### src/rtl/bank_ctrl_pkg.sv
`timescale 1ns/1ps
// Shared types for the bank sequencer: bus opcodes, FSM states and
// the code that names the step following a countdown.
package bank_ctrl_pkg;
    typedef enum logic [2:0] {
        CMD_NOP = 3'd0,
        CMD_ACT = 3'd1,
        CMD_RD  = 3'd2,
        CMD_WR  = 3'd3,
        CMD_PRE = 3'd4
    } sdram_cmd_e;

    typedef enum logic [1:0] {
        ST_IDLE = 2'd0,
        ST_CMD  = 2'd1,
        ST_WAIT = 2'd2
    } bank_state_e;

    typedef enum logic [1:0] {
        NXT_ACT  = 2'd0,
        NXT_RW   = 2'd1,
        NXT_DONE = 2'd2
    } nop_code_e;
endpackage

### src/rtl/bank_timing_regs.sv
`timescale 1ns/1ps
// Timing table: holds tRP, tRCD and the burst code written at setup and
// presents each as a countdown preload (value minus one).
// Assumes cfg_load is pulsed only while the sequencer is idle.
module bank_timing_regs #(
    parameter int TW        = 4,
    parameter int DEF_TRP   = 2,
    parameter int DEF_TRCD  = 2,
    parameter int DEF_BURST = 2
) (
    input  logic          clk,
    input  logic          rst_n,
    input  logic          cfg_load,
    input  logic [TW-1:0] cfg_trp,
    input  logic [TW-1:0] cfg_trcd,
    input  logic [1:0]    cfg_burst,
    output logic [TW-1:0] wait_trp,
    output logic [TW-1:0] wait_trcd,
    output logic [TW-1:0] wait_burst
);
    localparam logic [TW-1:0] ONE = TW'(1);

    logic [TW-1:0] trp_q;
    logic [TW-1:0] trcd_q;
    logic [1:0]    burst_q;

    // Store the timing fields on a load pulse, defaults on reset.
    always_ff @(posedge clk) begin
        if (!rst_n) begin
            trp_q   <= TW'(DEF_TRP);
            trcd_q  <= TW'(DEF_TRCD);
            burst_q <= 2'(DEF_BURST);
        end else if (cfg_load) begin
            trp_q   <= cfg_trp;
            trcd_q  <= cfg_trcd;
            burst_q <= cfg_burst;
        end
    end

    // Convert stored cycles to countdown preloads; a zero field acts as one.
    always_comb begin
        wait_trp   = (trp_q  == '0) ? '0 : trp_q  - ONE;
        wait_trcd  = (trcd_q == '0) ? '0 : trcd_q - ONE;
        wait_burst = (ONE << burst_q) - ONE;
    end
endmodule

### src/rtl/bank_row_tracker.sv
`timescale 1ns/1ps
// Open-row register of one bank plus the hit comparison against an
// incoming row. Assumes at most one of act_fire/pre_fire per cycle.
module bank_row_tracker #(
    parameter int ROW_W = 13
) (
    input  logic             clk,
    input  logic             rst_n,
    input  logic             act_fire,
    input  logic             pre_fire,
    input  logic [ROW_W-1:0] act_row,
    input  logic [ROW_W-1:0] cmp_row,
    output logic             row_open,
    output logic [ROW_W-1:0] open_row,
    output logic             row_hit
);
    // Record the activated row; forget it on precharge.
    always_ff @(posedge clk) begin
        if (!rst_n) begin
            row_open <= 1'b0;
            open_row <= '0;
        end else if (act_fire) begin
            row_open <= 1'b1;
            open_row <= act_row;
        end else if (pre_fire) begin
            row_open <= 1'b0;
        end
    end

    // Hit when the bank is open on the compared row.
    assign row_hit = row_open && (open_row == cmp_row);

    a_r11_act_opens: assert property (@(posedge clk) disable iff (!rst_n)
        act_fire |=> row_open && (open_row == $past(act_row)));
    a_r11_pre_closes: assert property (@(posedge clk) disable iff (!rst_n)
        pre_fire |=> !row_open);
    a_r11_hold: assert property (@(posedge clk) disable iff (!rst_n)
        !act_fire && !pre_fire |=> $stable(row_open) && $stable(open_row));
endmodule

### src/rtl/bank_access_fsm.sv
`timescale 1ns/1ps
// Access state machine: idle, request a command, or count down in one
// shared wait state whose code names the following step.
// Assumes cmd_grant is asserted only while cmd_req is high.
module bank_access_fsm
    import bank_ctrl_pkg::*;
#(
    parameter int ROW_W = 13,
    parameter int COL_W = 10,
    parameter int TW    = 4
) (
    input  logic             clk,
    input  logic             rst_n,
    input  logic             acc_valid,
    input  logic             acc_write,
    input  logic [ROW_W-1:0] acc_row,
    input  logic [COL_W-1:0] acc_col,
    input  logic             row_open,
    input  logic             row_hit,
    input  logic [TW-1:0]    wait_trp,
    input  logic [TW-1:0]    wait_trcd,
    input  logic [TW-1:0]    wait_burst,
    input  logic             cmd_grant,
    output logic             acc_ready,
    output logic             cmd_req,
    output logic [2:0]       cmd_op,
    output logic [ROW_W-1:0] cmd_row,
    output logic [COL_W-1:0] cmd_col,
    output logic             act_fire,
    output logic             pre_fire
);
    bank_state_e      state_q;
    sdram_cmd_e       cmd_q;
    nop_code_e        code_q;
    logic [TW-1:0]    cnt_q;
    logic             wr_q;
    logic [ROW_W-1:0] row_q;
    logic [COL_W-1:0] col_q;
    logic             fire;

    assign fire = (state_q == ST_CMD) && cmd_grant;

    // Sequence one access: choose first command, load waits on grant.
    always_ff @(posedge clk) begin
        if (!rst_n) begin
            state_q <= ST_IDLE;
            cmd_q   <= CMD_NOP;
            code_q  <= NXT_DONE;
            cnt_q   <= '0;
            wr_q    <= 1'b0;
            row_q   <= '0;
            col_q   <= '0;
        end else begin
            unique case (state_q)
                ST_IDLE: begin
                    if (acc_valid) begin
                        wr_q    <= acc_write;
                        row_q   <= acc_row;
                        col_q   <= acc_col;
                        state_q <= ST_CMD;
                        if (row_hit)       cmd_q <= acc_write ? CMD_WR : CMD_RD;
                        else if (row_open) cmd_q <= CMD_PRE;
                        else               cmd_q <= CMD_ACT;
                    end
                end
                ST_CMD: begin
                    if (cmd_grant) begin
                        state_q <= ST_WAIT;
                        unique case (cmd_q)
                            CMD_PRE: begin cnt_q <= wait_trp;   code_q <= NXT_ACT;  end
                            CMD_ACT: begin cnt_q <= wait_trcd;  code_q <= NXT_RW;   end
                            default: begin cnt_q <= wait_burst; code_q <= NXT_DONE; end
                        endcase
                    end
                end
                default: begin
                    if (cnt_q == '0) begin
                        unique case (code_q)
                            NXT_ACT: begin cmd_q <= CMD_ACT; state_q <= ST_CMD; end
                            NXT_RW: begin
                                cmd_q   <= wr_q ? CMD_WR : CMD_RD;
                                state_q <= ST_CMD;
                            end
                            default: begin cmd_q <= CMD_NOP; state_q <= ST_IDLE; end
                        endcase
                    end else begin
                        cnt_q <= cnt_q - TW'(1);
                    end
                end
            endcase
        end
    end

    // Drive the request side and the row-tracker strobes.
    always_comb begin
        acc_ready = (state_q == ST_IDLE);
        cmd_req   = (state_q == ST_CMD);
        cmd_op    = cmd_req ? cmd_q : CMD_NOP;
        cmd_row   = row_q;
        cmd_col   = col_q;
        act_fire  = fire && (cmd_q == CMD_ACT);
        pre_fire  = fire && (cmd_q == CMD_PRE);
    end

    a_r8_hold_req: assert property (@(posedge clk) disable iff (!rst_n)
        cmd_req && !cmd_grant |=> cmd_req && $stable(cmd_op) && $stable(cmd_row) && $stable(cmd_col));
    a_r5_gap_after_grant: assert property (@(posedge clk) disable iff (!rst_n)
        cmd_req && cmd_grant |=> !cmd_req);
    a_r7_burst_busy: assert property (@(posedge clk) disable iff (!rst_n)
        cmd_req && cmd_grant && (cmd_op == 3'd2 || cmd_op == 3'd3) |=> !acc_ready);
    a_r9_accept_busy: assert property (@(posedge clk) disable iff (!rst_n)
        acc_ready && acc_valid |=> !acc_ready && cmd_req);
endmodule

### src/rtl/bank_seq_ctrl.sv
`timescale 1ns/1ps
// Top of the per-bank sequencer: timing table, open-row tracker and
// access FSM. Assumes one issuer grants requests of this bank and that
// the timing table is loaded only between accesses.
module bank_seq_ctrl
    import bank_ctrl_pkg::*;
#(
    parameter int ROW_W     = 13,
    parameter int COL_W     = 10,
    parameter int TW        = 4,
    parameter int DEF_TRP   = 2,
    parameter int DEF_TRCD  = 2,
    parameter int DEF_BURST = 2
) (
    input  logic             clk,
    input  logic             rst_n,
    input  logic             cfg_load,
    input  logic [TW-1:0]    cfg_trp,
    input  logic [TW-1:0]    cfg_trcd,
    input  logic [1:0]       cfg_burst,
    input  logic             acc_valid,
    input  logic             acc_write,
    input  logic [ROW_W-1:0] acc_row,
    input  logic [COL_W-1:0] acc_col,
    output logic             acc_ready,
    output logic             cmd_req,
    output logic [2:0]       cmd_op,
    output logic [ROW_W-1:0] cmd_row,
    output logic [COL_W-1:0] cmd_col,
    input  logic             cmd_grant,
    output logic             row_open,
    output logic [ROW_W-1:0] open_row
);
    logic [TW-1:0] wait_trp;
    logic [TW-1:0] wait_trcd;
    logic [TW-1:0] wait_burst;
    logic          row_hit;
    logic          act_fire;
    logic          pre_fire;

    bank_timing_regs #(
        .TW(TW), .DEF_TRP(DEF_TRP), .DEF_TRCD(DEF_TRCD), .DEF_BURST(DEF_BURST)
    ) u_timing (
        .clk(clk), .rst_n(rst_n), .cfg_load(cfg_load),
        .cfg_trp(cfg_trp), .cfg_trcd(cfg_trcd), .cfg_burst(cfg_burst),
        .wait_trp(wait_trp), .wait_trcd(wait_trcd), .wait_burst(wait_burst)
    );

    bank_row_tracker #(.ROW_W(ROW_W)) u_rows (
        .clk(clk), .rst_n(rst_n), .act_fire(act_fire), .pre_fire(pre_fire),
        .act_row(cmd_row), .cmp_row(acc_row),
        .row_open(row_open), .open_row(open_row), .row_hit(row_hit)
    );

    bank_access_fsm #(.ROW_W(ROW_W), .COL_W(COL_W), .TW(TW)) u_fsm (
        .clk(clk), .rst_n(rst_n),
        .acc_valid(acc_valid), .acc_write(acc_write),
        .acc_row(acc_row), .acc_col(acc_col),
        .row_open(row_open), .row_hit(row_hit),
        .wait_trp(wait_trp), .wait_trcd(wait_trcd), .wait_burst(wait_burst),
        .cmd_grant(cmd_grant),
        .acc_ready(acc_ready), .cmd_req(cmd_req), .cmd_op(cmd_op),
        .cmd_row(cmd_row), .cmd_col(cmd_col),
        .act_fire(act_fire), .pre_fire(pre_fire)
    );

    a_r3_column_on_open_row: assert property (@(posedge clk) disable iff (!rst_n)
        cmd_req && (cmd_op == 3'd2 || cmd_op == 3'd3) |-> row_open && (open_row == cmd_row));
    a_r2_act_when_closed: assert property (@(posedge clk) disable iff (!rst_n)
        cmd_req && (cmd_op == 3'd1) |-> !row_open);
    a_r4_pre_when_open: assert property (@(posedge clk) disable iff (!rst_n)
        cmd_req && (cmd_op == 3'd4) |-> row_open);
endmodule

### config.mk
export PLATFORM = sky130hd
export DESIGN_NAME = bank_seq_ctrl
export DESIGN_NICKNAME = d
export VERILOG_FILES = /design/src/rtl/bank_ctrl_pkg.sv /design/src/rtl/bank_timing_regs.sv /design/src/rtl/bank_row_tracker.sv /design/src/rtl/bank_access_fsm.sv /design/src/rtl/bank_seq_ctrl.sv
export SDC_FILE = /design/constraint.sdc
export NUM_CORES = 1
export LEC_CHECK = 0
export BUFFER_PORTS_ARGS = -buffer_cell sky130_fd_sc_hd__buf_4
export CORE_MARGIN = 1
export CORE_UTILIZATION = 52
export DETAILED_ROUTE_END_ITERATION = 8
export GPL_TIMING_DRIVEN = 0
export MAX_ROUTING_LAYER = met4
export PLACE_DENSITY = 0.87
export SYNTH_ARGS = -nofsm -noshare
export SYNTH_HDL_FRONTEND = slang
export SYNTH_HIERARCHICAL = 1
export SYNTH_SLANG_ARGS = --single-unit
### constraint.sdc
create_clock -name clk -period 1.9 [get_ports clk]
set_input_delay 0.19 -clock clk [delete_from_list [all_inputs] [get_ports clk]]
set_output_delay 0.19 -clock clk [all_outputs]
set_load 0.02 [all_outputs]
==> metrics <==
Async S/R FF share, synth 0%; Core ar. 0.00514 mm2; Worst Clk Skew 0.00984 ns; Startpoint Class register; Max clock buf depth 2; CTS H-Tree Depth 3; post-synthesis compound-gate area fraction 15.0%; RD Place Congestion 0.828; multiplexer share of the synthesized area 9.30%; area grow syn2layout 31.6%; post-route ant nets 0; fillers 424; adder-cell share of the synthesized area 0.447%; Max-slew headroom 65.7%; starting density of the core 54.4%; row count 26; Final Non-Filler Cells 500; IO Pins 81; sequential cell area 0.00118 mm2; DRC viols 0; layout cells sized above 1 26.0%; Final WS setup 0.0504 ns; WHS 0.0751 ns; Synth Area in XOR/XNOR 4.07%; Worst EP required 2.12 ns; Setup TNS Final 0 ns; worst-margin pin slew 0.515 ns; post-detailed-route wirelength per cell 13.3 um; total of max-cap violations 0; pin count of the biggest net entering global routing 17; P_leak 1.56 nW; number of cells on the worst hold path 3; most frequent cells in the layout buf_4, nand2_1, dfxtp_1; dpl ws 0.0178 ns; DR vias 2614; Avg Cell Area, Syn 8.35 um2; # clock sinks 59; Chip Height 75.4 um; Util after Layout 71.6%; prevailing post-synth register cell dfxtp_1; largest family of logic cells by synthesized area simple AND/OR/NAND/NOR gates; cells after synthesis 335; CTS tree done; Cell variety after synth 49; most common cell after layout, fill and taps aside buf_4; Post-synth EDFFs 0; crit path max fanout 5; Post-CTS Hold Buffers 0; aggregate global-route resource usage 25.9%; TritonCTS buffer count 9; Arrival @ worst endpoint 2.07 ns; Setup-failing EPs final 0; CP Class register to register; post-layout minimum cycle time 1.85 ns; Design Area, Final 0.00368 mm2; placed instance count 484; RSZ-0062 raised after global routing no; GR Overflow Total 0; diode count 0; Die Area 0.00568 mm2; global-route wire length before repair 10600 um; Mapped Area 0.00280 mm2; CTS clk-pin slew, worst paths 0.06 ns; max-slew violations 0; Routed WL 6670 um; nets 465; Seq/Total Area, Yosys 42.2%; VDD IR max 0.626 mV; Power Density 820 mW/mm2; FMAX 541 MHz; CTS root buf clkbuf_8; Setup crit end kind register; number of global-route vias before repair 2404; Min-Delay Path Class input pin to register; cell area after placement 0.00348 mm2; simple-gate portion of the synthesized area 23.5%; status completed; Port Buffers 79; average vias per placed instance 5.23; yosys warns 6; clock latency on the worst-skew pair 0.33 ns; R2R depth 6; Multi-input gate area 0.00148 mm2; #FFs+latches synth 59; total power 3.02 mW; total nets after synthesis 375; HPWL after DPL 4810 um; Final Hold Viols 0; die span in x 75.4 um; period utilization 97.3%; initial antenna violation count 0; first-pass iteration count of the detailed router 4; DR iter-0 viols 191
==> final timing paths <==
| kind | startpoint | endpoint | slack [ns] |
|---|---|---|---|
| setup / recovery | u_fsm/cnt_q[0]$_SDFFE_PN0P_ | u_fsm/cnt_q[3]$_SDFFE_PN0P_ | 0.05 |
| hold / removal | cfg_trcd[1] | u_timing/trcd_q[1]$_SDFFE_PN1P_ | 0.08 |
| setup reg to reg | u_fsm/cnt_q[0]$_SDFFE_PN0P_ | u_fsm/cnt_q[3]$_SDFFE_PN0P_ | 0.05 |
| hold reg to reg | u_fsm/wr_q$_SDFFE_PN0P_ | u_fsm/wr_q$_SDFFE_PN0P_ | 0.45 |
==> cell families (layout without fill, tap and decap cells) <==
family                     count (synthesis)  in the layout
other                                      1              1
DFF                                       59             59
adders and majority gates                  1              1
AOI/OAI and AO/OA                         68             68
xor gates and xnor gates                  13             13
and+or+nand+nor                          135            135
buffers and inverters                     32            127
muxes                                     26             26
==> final cells by class <==
| cell class | instances | share of cell area (%) |
|---|---|---|
| inverters | 10 | 1.02 |
| multi-input cells | 244 | 40.2 |
| well taps | 70 | 2.38 |
| clock inverters | 5 | 1.46 |
| plain buffers | 21 | 2.96 |
| clock buffers | 11 | 3.57 |
| flip-flops and latches | 59 | 32.1 |
| repair buffers | 80 | 16.3 |
==> routing by layer <==
metal	vias to the layer above	track usage [%]	share of wire, %
li1	1312	-	-
met1	1211	32.1	45
met2	85	40.7	49
met3	6	4.63	4.9
met4	0	12.8	1.1
met5	-	-	0
==> synthesized netlist by cell type, types with 2 or more instances <==
master | number | area share, %
xnor2_1 | 13 | 4.1
a31oi_1 | 2 | 0.45
buf_6 | 2 | 0.80
o311a_1 | 2 | 0.72
a211oi_1 | 5 | 1.3
buf_2 | 4 | 0.72
and2_1 | 3 | 0.67
inv_1 | 10 | 1.3
o21ai_1 | 4 | 0.72
nand4_1 | 3 | 0.67
dfxtp_1 | 59 | 42
nor3_1 | 8 | 1.4
nand2_1 | 62 | 8.3
o211ai_1 | 2 | 0.54
nor2b_1 | 25 | 5.6
buf_4 | 2 | 0.54
nor2_1 | 16 | 2.1
or2_1 | 2 | 0.45
nand3_1 | 2 | 0.36
o21ai_0 | 7 | 1.3
clkbuf_1 | 12 | 1.6
o21a_1 | 4 | 1.1
nand2b_1 | 3 | 0.67
mux2i_1 | 26 | 9.3
a21oi_1 | 33 | 5.9
==> repair_timing <==
item | in CTS | in global routing
cloned | 0 | 0
gates resized for setup | 0 | 4
buffers inserted | 1 | 0
endpoints found under the hold margin | 0 | 0
pin swaps | 1 | 1
endpoints found under the setup margin | 5 | 11
==> registers in the layout (all words and copies together), names as in the netlist <==
signal / cells
u_fsm/cmd_row: 13
u_rows/open_row: 13
u_fsm/cmd_col: 10
u_fsm/cnt_q: 4
u_timing/trcd_q: 4
u_timing/trp_q: 4
u_fsm/cmd_q: 3
u_fsm/code_q: 2
u_fsm/state_q: 2
u_timing/burst_q: 2
u_fsm/wr_q: 1
u_rows/row_open: 1
==> power by group <==
group          switching [mW]  leakage [nW]  internal [mW]  total [mW]
Combinational           0.309         0.983          0.259       0.568
Sequential             0.0658         0.483           1.31        1.37
Clock                   0.477        0.0971          0.601        1.08
Total                   0.852          1.56           2.17        3.02
==> critical path, stage by stage (launching register included) <==
cell and delay (ns):
dfxtp_1 0.34, inv_1 0.08, ha_1 0.22, or3b_4 0.44
and3_1 0.19, a211o_1 0.27, a32o_1 0.20
Power figures use the tool's default switching activity.
